### src/rtl/fabr_pkg.sv
package fabr_pkg;

   localparam int BYTE_W = 8;

   typedef logic [BYTE_W-1:0] byte_t;

   typedef struct packed {
      logic  valid;
      logic  sof;
      logic  eof;
      byte_t data;
   } beat_t;

   function automatic byte_t rev_byte(byte_t b);
      byte_t r;
      for (int i = 0; i < BYTE_W; i++) r[i] = b[BYTE_W-1-i];
      return r;
   endfunction

endpackage

### src/rtl/fabr_byte_rev.sv
module fabr_byte_rev #(
   parameter int W = 8
) (
   input  logic [W-1:0] din,
   output logic [W-1:0] dout
);
   for (genvar i = 0; i < W; i++) begin : g_bit
      assign dout[i] = din[W-1-i];
   end
endmodule

### src/rtl/fabr_frame_tracker.sv
module fabr_frame_tracker #(
   parameter int NUM_CH      = 4,
   parameter int CH_W        = 2,
   parameter int LONG_BYTES  = 6,
   parameter int SHORT_BYTES = 2
) (
   input  logic              clk,
   input  logic              rst_n,
   input  logic [CH_W-1:0]   in_chan,
   input  logic [NUM_CH-1:0] chan_swap_en,
   input  logic              in_valid,
   input  logic              in_sof,
   input  logic              in_eof,
   input  logic              fc_long,
   output logic              swap_now
);
   localparam int LONG_SPAN  = 2 * LONG_BYTES;
   localparam int SHORT_SPAN = 2 * SHORT_BYTES;
   localparam int CNT_W      = $clog2(LONG_SPAN + 2);

   logic [CNT_W-1:0] cnt_q;
   logic [CNT_W-1:0] span;
   logic             active_q;
   logic             long_q;
   logic             en_q;
   logic             sel_en;

   if (NUM_CH == 1) begin : g_single
      assign sel_en = chan_swap_en[0];
   end else begin : g_multi
      assign sel_en = chan_swap_en[in_chan];
   end

   assign span     = long_q ? CNT_W'(LONG_SPAN) : CNT_W'(SHORT_SPAN);
   assign swap_now = in_valid && !in_sof && active_q && en_q && (cnt_q <= span);

   always_ff @(posedge clk or negedge rst_n) begin
      if (!rst_n) begin
         cnt_q    <= '0;
         active_q <= 1'b0;
         long_q   <= 1'b0;
         en_q     <= 1'b0;
      end else if (in_valid) begin
         if (in_sof) begin
            active_q <= !in_eof;
            cnt_q    <= CNT_W'(1);
            long_q   <= fc_long;
            en_q     <= sel_en;
         end else if (active_q) begin
            if (cnt_q <= span) cnt_q <= cnt_q + CNT_W'(1);
            if (in_eof) active_q <= 1'b0;
         end
      end
   end
endmodule

### src/rtl/fabr_out_stage.sv
module fabr_out_stage (
   input  logic            clk,
   input  logic            rst_n,
   input  fabr_pkg::beat_t d_in,
   output fabr_pkg::beat_t q
);
   always_ff @(posedge clk or negedge rst_n) begin
      if (!rst_n) q <= '0;
      else        q <= d_in;
   end
endmodule

### src/rtl/fa_addr_bitswap.sv
module fa_addr_bitswap #(
   parameter int DATA_W      = 8,
   parameter int NUM_CH      = 4,
   parameter int LEN_BIT     = 6,
   parameter int LONG_BYTES  = 6,
   parameter int SHORT_BYTES = 2,
   localparam int CH_W       = (NUM_CH > 1) ? $clog2(NUM_CH) : 1
) (
   input  logic              clk,
   input  logic              rst_n,
   input  logic [CH_W-1:0]   in_chan,
   input  logic [NUM_CH-1:0] chan_swap_en,
   input  logic              in_valid,
   input  logic              in_sof,
   input  logic              in_eof,
   input  logic [DATA_W-1:0] in_data,
   output logic              out_valid,
   output logic              out_sof,
   output logic              out_eof,
   output logic [DATA_W-1:0] out_data
);
   import fabr_pkg::*;

   if (DATA_W != BYTE_W) begin : g_bad_width
      $error("fa_addr_bitswap: DATA_W must equal the package byte width");
   end
   if (LEN_BIT >= DATA_W) begin : g_bad_lenbit
      $error("fa_addr_bitswap: LEN_BIT outside the byte");
   end
   if (SHORT_BYTES < 1 || SHORT_BYTES >= LONG_BYTES) begin : g_bad_span
      $error("fa_addr_bitswap: need 1 <= SHORT_BYTES < LONG_BYTES");
   end
   if (NUM_CH < 1 || (NUM_CH & (NUM_CH - 1)) != 0) begin : g_bad_ch
      $error("fa_addr_bitswap: NUM_CH must be a power of two");
   end

   logic  swap_now;
   byte_t rev_data;
   beat_t nxt;
   beat_t cur;

   fabr_frame_tracker #(
      .NUM_CH(NUM_CH), .CH_W(CH_W),
      .LONG_BYTES(LONG_BYTES), .SHORT_BYTES(SHORT_BYTES)
   ) u_track (
      .clk(clk), .rst_n(rst_n), .in_chan(in_chan), .chan_swap_en(chan_swap_en),
      .in_valid(in_valid), .in_sof(in_sof), .in_eof(in_eof),
      .fc_long(in_data[LEN_BIT]), .swap_now(swap_now)
   );

   fabr_byte_rev #(.W(BYTE_W)) u_rev (.din(in_data), .dout(rev_data));

   always_comb begin
      nxt.valid = in_valid;
      nxt.sof   = in_valid & in_sof;
      nxt.eof   = in_valid & in_eof;
      nxt.data  = swap_now ? rev_data : in_data;
   end

   fabr_out_stage u_out (.clk(clk), .rst_n(rst_n), .d_in(nxt), .q(cur));

   assign out_valid = cur.valid;
   assign out_sof   = cur.sof;
   assign out_eof   = cur.eof;
   assign out_data  = cur.data;
endmodule

### config.mk
export PLATFORM = sky130hd
export DESIGN_NAME = fa_addr_bitswap
export DESIGN_NICKNAME = d
export VERILOG_FILES = /design/src/rtl/fabr_pkg.sv /design/src/rtl/fabr_byte_rev.sv /design/src/rtl/fabr_frame_tracker.sv /design/src/rtl/fabr_out_stage.sv /design/src/rtl/fa_addr_bitswap.sv
export SDC_FILE = /design/constraint.sdc
export NUM_CORES = 1
export LEC_CHECK = 0
export BUFFER_PORTS_ARGS = -buffer_cell sky130_fd_sc_hd__buf_4
export CAP_MARGIN = 20
export CORE_MARGIN = 3
export CORE_UTILIZATION = 31
export CTS_CLUSTER_SIZE = 40
export DETAILED_ROUTE_END_ITERATION = 12
export PLACE_DENSITY_LB_ADDON = 0.1
export SYNTH_ARGS = -nofsm -noshare
export SYNTH_HDL_FRONTEND = slang
export SYNTH_HIERARCHICAL = 1
export SYNTH_SLANG_ARGS = --single-unit
### constraint.sdc
create_clock -name clk -period 2.4 [get_ports clk]
set_input_delay 0.24 -clock clk [delete_from_list [all_inputs] [get_ports clk]]
set_output_delay 0.24 -clock clk [all_outputs]
set_load 0.005 [all_outputs]
# Yosys cells after proc, flatten, opt, wreduce, memory -nomap -nowiden
# Index checks and enable logic that the tools add are counted.
# totals
out_inout_bits,11
in_bits,19
ff_bits,18
word_cells,33
# classes
add_sub_neg,1
n_bitwise,2
n_reduce_logical,10
muxes,10
order_cmp,2
# op_table
op,count
$mux W4,4
$mux W8,1
$add A4 B1 Y4 const B,1
$le A4 B4 Y1,1
$logic_and A1 B1 Y1,4
$mux W1,4
$reduce_bool A2 Y1,2
$lt A2 B3 Y1 const B,1
$reduce_and A3 Y1,1
$and A1 B1 Y1,2
$bmux W1 S2,1
$logic_not A1 Y1,2
$reduce_and A2 Y1,1

# Depth between registers and ports, before layout
# logic_depth
ltp_word,6
depth_mapped,8

# Hierarchy
# Netlist, hierarchy kept.
# by_module_without_submodules
module,area_per_inst_um2,cells_each,n_inst
fabr_frame_tracker,414.1,41,1
fabr_out_stage,275.3,11,1
fa_addr_bitswap,143.9,11,1
fabr_byte_rev,60.1,8,1

# Worst setup path before layout
# No wires, ideal clock.
# synth_timing
path_type,register to register
from,register u_track.cnt_q[3]
to,register u_out/q[0] in the netlist's numbering
setup_slack_ps,574
setup_ps,125
path_buffers,1
arrival_time_ps,1701
t_required_ps,2275
stages_incl_launch_ff,8
period_less_slack_ps,1826
path_cell_list,dfrtp_1 > ha_1 > a21oi_1 > o21ai_2 > nor2_1 > and2_1 > buf_6 > mux2_4
# synth_rtl
element,line,source
start: declaration,fabr_frame_tracker.sv:21,logic [CNT_W-1:0] cnt_q;
start signal: assignment,fabr_frame_tracker.sv:50,if (cnt_q <= span) cnt_q <= cnt_q + CNT_W'(1);
end signal: assignment,fabr_out_stage.sv:9,else q <= d_in;
end: declaration,fabr_out_stage.sv:5,output fabr_pkg::beat_t q

==> impl_results.md <==
- Status: complete, no violations
- Minimum clock period: 2180 ps
- Layout cells sized above 1: 0.468
- Routed length per instance: 11.9 um
- Critical path, cell by cell: ha_1 -> a21oi_1 -> o21ai_2 -> nor2_1 -> and2_1 -> mux2_4
- VDD IR-drop max: 220 uV
- Worst slew pin tran: 491 ps
- Die Width: 59.7 um
- Clock sinks: 18
- Final hold slack: 125 ps
- CP peak stage delay: 470 ps
- Endpoints failing hold: 0
- Largest net degree at the start of global routing: 19
- Syn Std Cell Area: 893 um^2
- Root Buffer: clkbuf_4
- Post-DRT Antenna Nets: 0
- GRT Total Usage: 0.0945
- CP max-delay cell: and2_1
- Vias in the first global route: 576
- Routed WL: 1480 um
- Synth area leader: dfrtp_1
- Total gr overflow: 0
- Skew-Pair Late Insertion Delay: 280 ps
- Finished Cell Area: 1110 um^2
- Layout net count: 118
- Critical path class: reg -> reg
- Leakage: 0.557 nW
- Max Fclk: 459 MHz
- CTS max path bufs: 2
- Synth Warn #: 6
- Startpoint Class: flop
- Syn_nets: 93
- # DRC: 0
- Port Buffers: 29
- CTS tree: built
- Initial antenna violation count: 0
- Relative slew margins: 0.673
- Via count: 584
- Top post-synthesis cells by area: dfrtp_1 (50%), mux2_4 (13%), buf_4 (6.7%)
- # IOs: 30
- H-Tree Depth: 1
- R2R Setup Slk: 220 ps
- Crit Path Max Fanout: 8
- Dpl ws: 227 ps
- Die area: 3560 um^2
- Clock transition at path regs: 100 ps
- Std cell rows: 18
- Syn Area/Cell: 12.6 um^2
- Critical path endpoint category: flop
- GPL Wtd Cong: 0.738
- Wire length of the first global-routing pass: 2460 um
- Cts bufs inserted: 3
- Final Power: 0.629 mW
- Post-synthesis cell type count: 25
- Cells after Synth: 71
- Pwr/cell area: 569 nW/um^2
- Initial core utilization: 0.342
- Iteration-0 DRC Markers: 9
- Most frequent cells in the layout: buf_4 (29), dfrtp_1 (18), mux2_4 (8)
- Synthesized flop and latch total: 18
- Drt pass-1 iters: 4
- DP HPWL: 1150 um
- Synth top area share: 0.504
- Sequential share of the synthesized area: 0.504
- Commonest non-fill, non-tap cell in the layout: buf_4
- Crit path arrival time: 2350 ps
- Final setup violation count: 0
- Clock skew: 7.68 ps
- Max cap viols: 0
- Setup_tns: 0 ps
- Core area: 2610 um^2
- RSZ-0062 raised after global routing: no
- Area Growth Syn to Fin: 23.8%
- Crit path required time: 2570 ps
- Die H: 59.7 um
- ANT cells: 0
- Hold crit path type: in -> reg
- Cell Area, Placed: 1070 um^2
- Tcrit/Tclk final: 0.908
- Setup WS post-layout: 222 ps
- Max Transition Viols Final: 0
- Vias per Instance: 4.71
## path summary, 6_finish.rpt
check / start / to / cells past startpoint
setup / recovery: u_track/cnt_q[3]$_DFFE_PN0P_ / u_out/q[3]$_DFF_PN0_ / 6
hold / removal: in_eof / u_track/active_q$_DFFE_PN0P_ / 2
setup reg to reg: u_track/cnt_q[3]$_DFFE_PN0P_ / u_out/q[3]$_DFF_PN0_ / 6
hold reg to reg: u_track/en_q$_DFFE_PN0P_ / u_track/en_q$_DFFE_PN0P_ / 1
max in group asynchronous: rst_n / u_out/q[1]$_DFF_PN0_ / 2
min in group asynchronous: rst_n / u_out/q[10]$_DFF_PN0_ / 2
## sequential cells by signal, indices dropped and copies added (netlist names)
register and flops:
u_track/active_q 1, u_track/cnt_q 4, u_track/en_q 1, u_track/long_q 1
u_out/q 11
## cells by family after synthesis
group	Yosys count	synth area share
buffers and inverters	15	0.105
AO/OA/AOI/OAI	11	0.0840
flip-flops	18	0.504
multiplexers	12	0.196
adder cells (fa/ha/maj)	3	0.0420
AND/OR/NAND/NOR	12	0.0686
## cells in the mapped netlist, drive strengths merged
library cell and n:
dfrtp 18, mux2 10, buf 9, inv 5, a21oi 4, and2 3, ha 3, nand2 2
nand3 2, nor2 2, o21ai 2, a211o 1, a22o 1, a31oi 1, and3 1, clkbuf 1
mux2i 1, mux4 1, nor3 1, nor4 1, o211a 1, o21a 1
## layout make-up
cell class	count	area, um^2
repair buffers	30	228
multi-input cells	38	349
well taps	30	37.5
fillers	250	1510
clock buffers	3	22.5
inverters	5	18.8
flip-flops and latches	18	450
## critical path: cells and delay by family, from the launching register on
family	cells	cell delay, ps
AO/OA/AOI/OAI	2	340
adder cells (fa/ha/maj)	1	320
flip-flops	1	420
multiplexers	1	340
AND/OR/NAND/NOR	2	640
## repair_timing
action | 4_1_cts | 5_1_grt
hold buffers | 1 | 0
endpoints found under the hold margin | 18 | 0
setup buffers | 0 | 0
gates resized for setup | 0 | 0
## through the flow
step                utilization  std cells
finish                    0.423        124
global route              0.423        124
CTS                       0.423        124
detailed placement        0.411        120
global placement          0.411        120
floorplan                     -         71
## metal layers
layer	up-vias	global-route usage	routed length (um)
met3	2	0.0410	124
met2	21	0.140	751
met5	-	0	0
met1	275	0.116	590
met4	0	0.0475	12
li1	286	-	-
## power by group
part | leakage, nW | switching [mW] | total, mW | internal, mW
Clock | 0.0138 | 0.0843 | 0.142 | 0.0582
Sequential | 0.217 | 0.0190 | 0.353 | 0.334
Combinational | 0.326 | 0.0531 | 0.134 | 0.0812
Total | 0.557 | 0.156 | 0.629 | 0.473
Power figures use the tool's default switching activity.
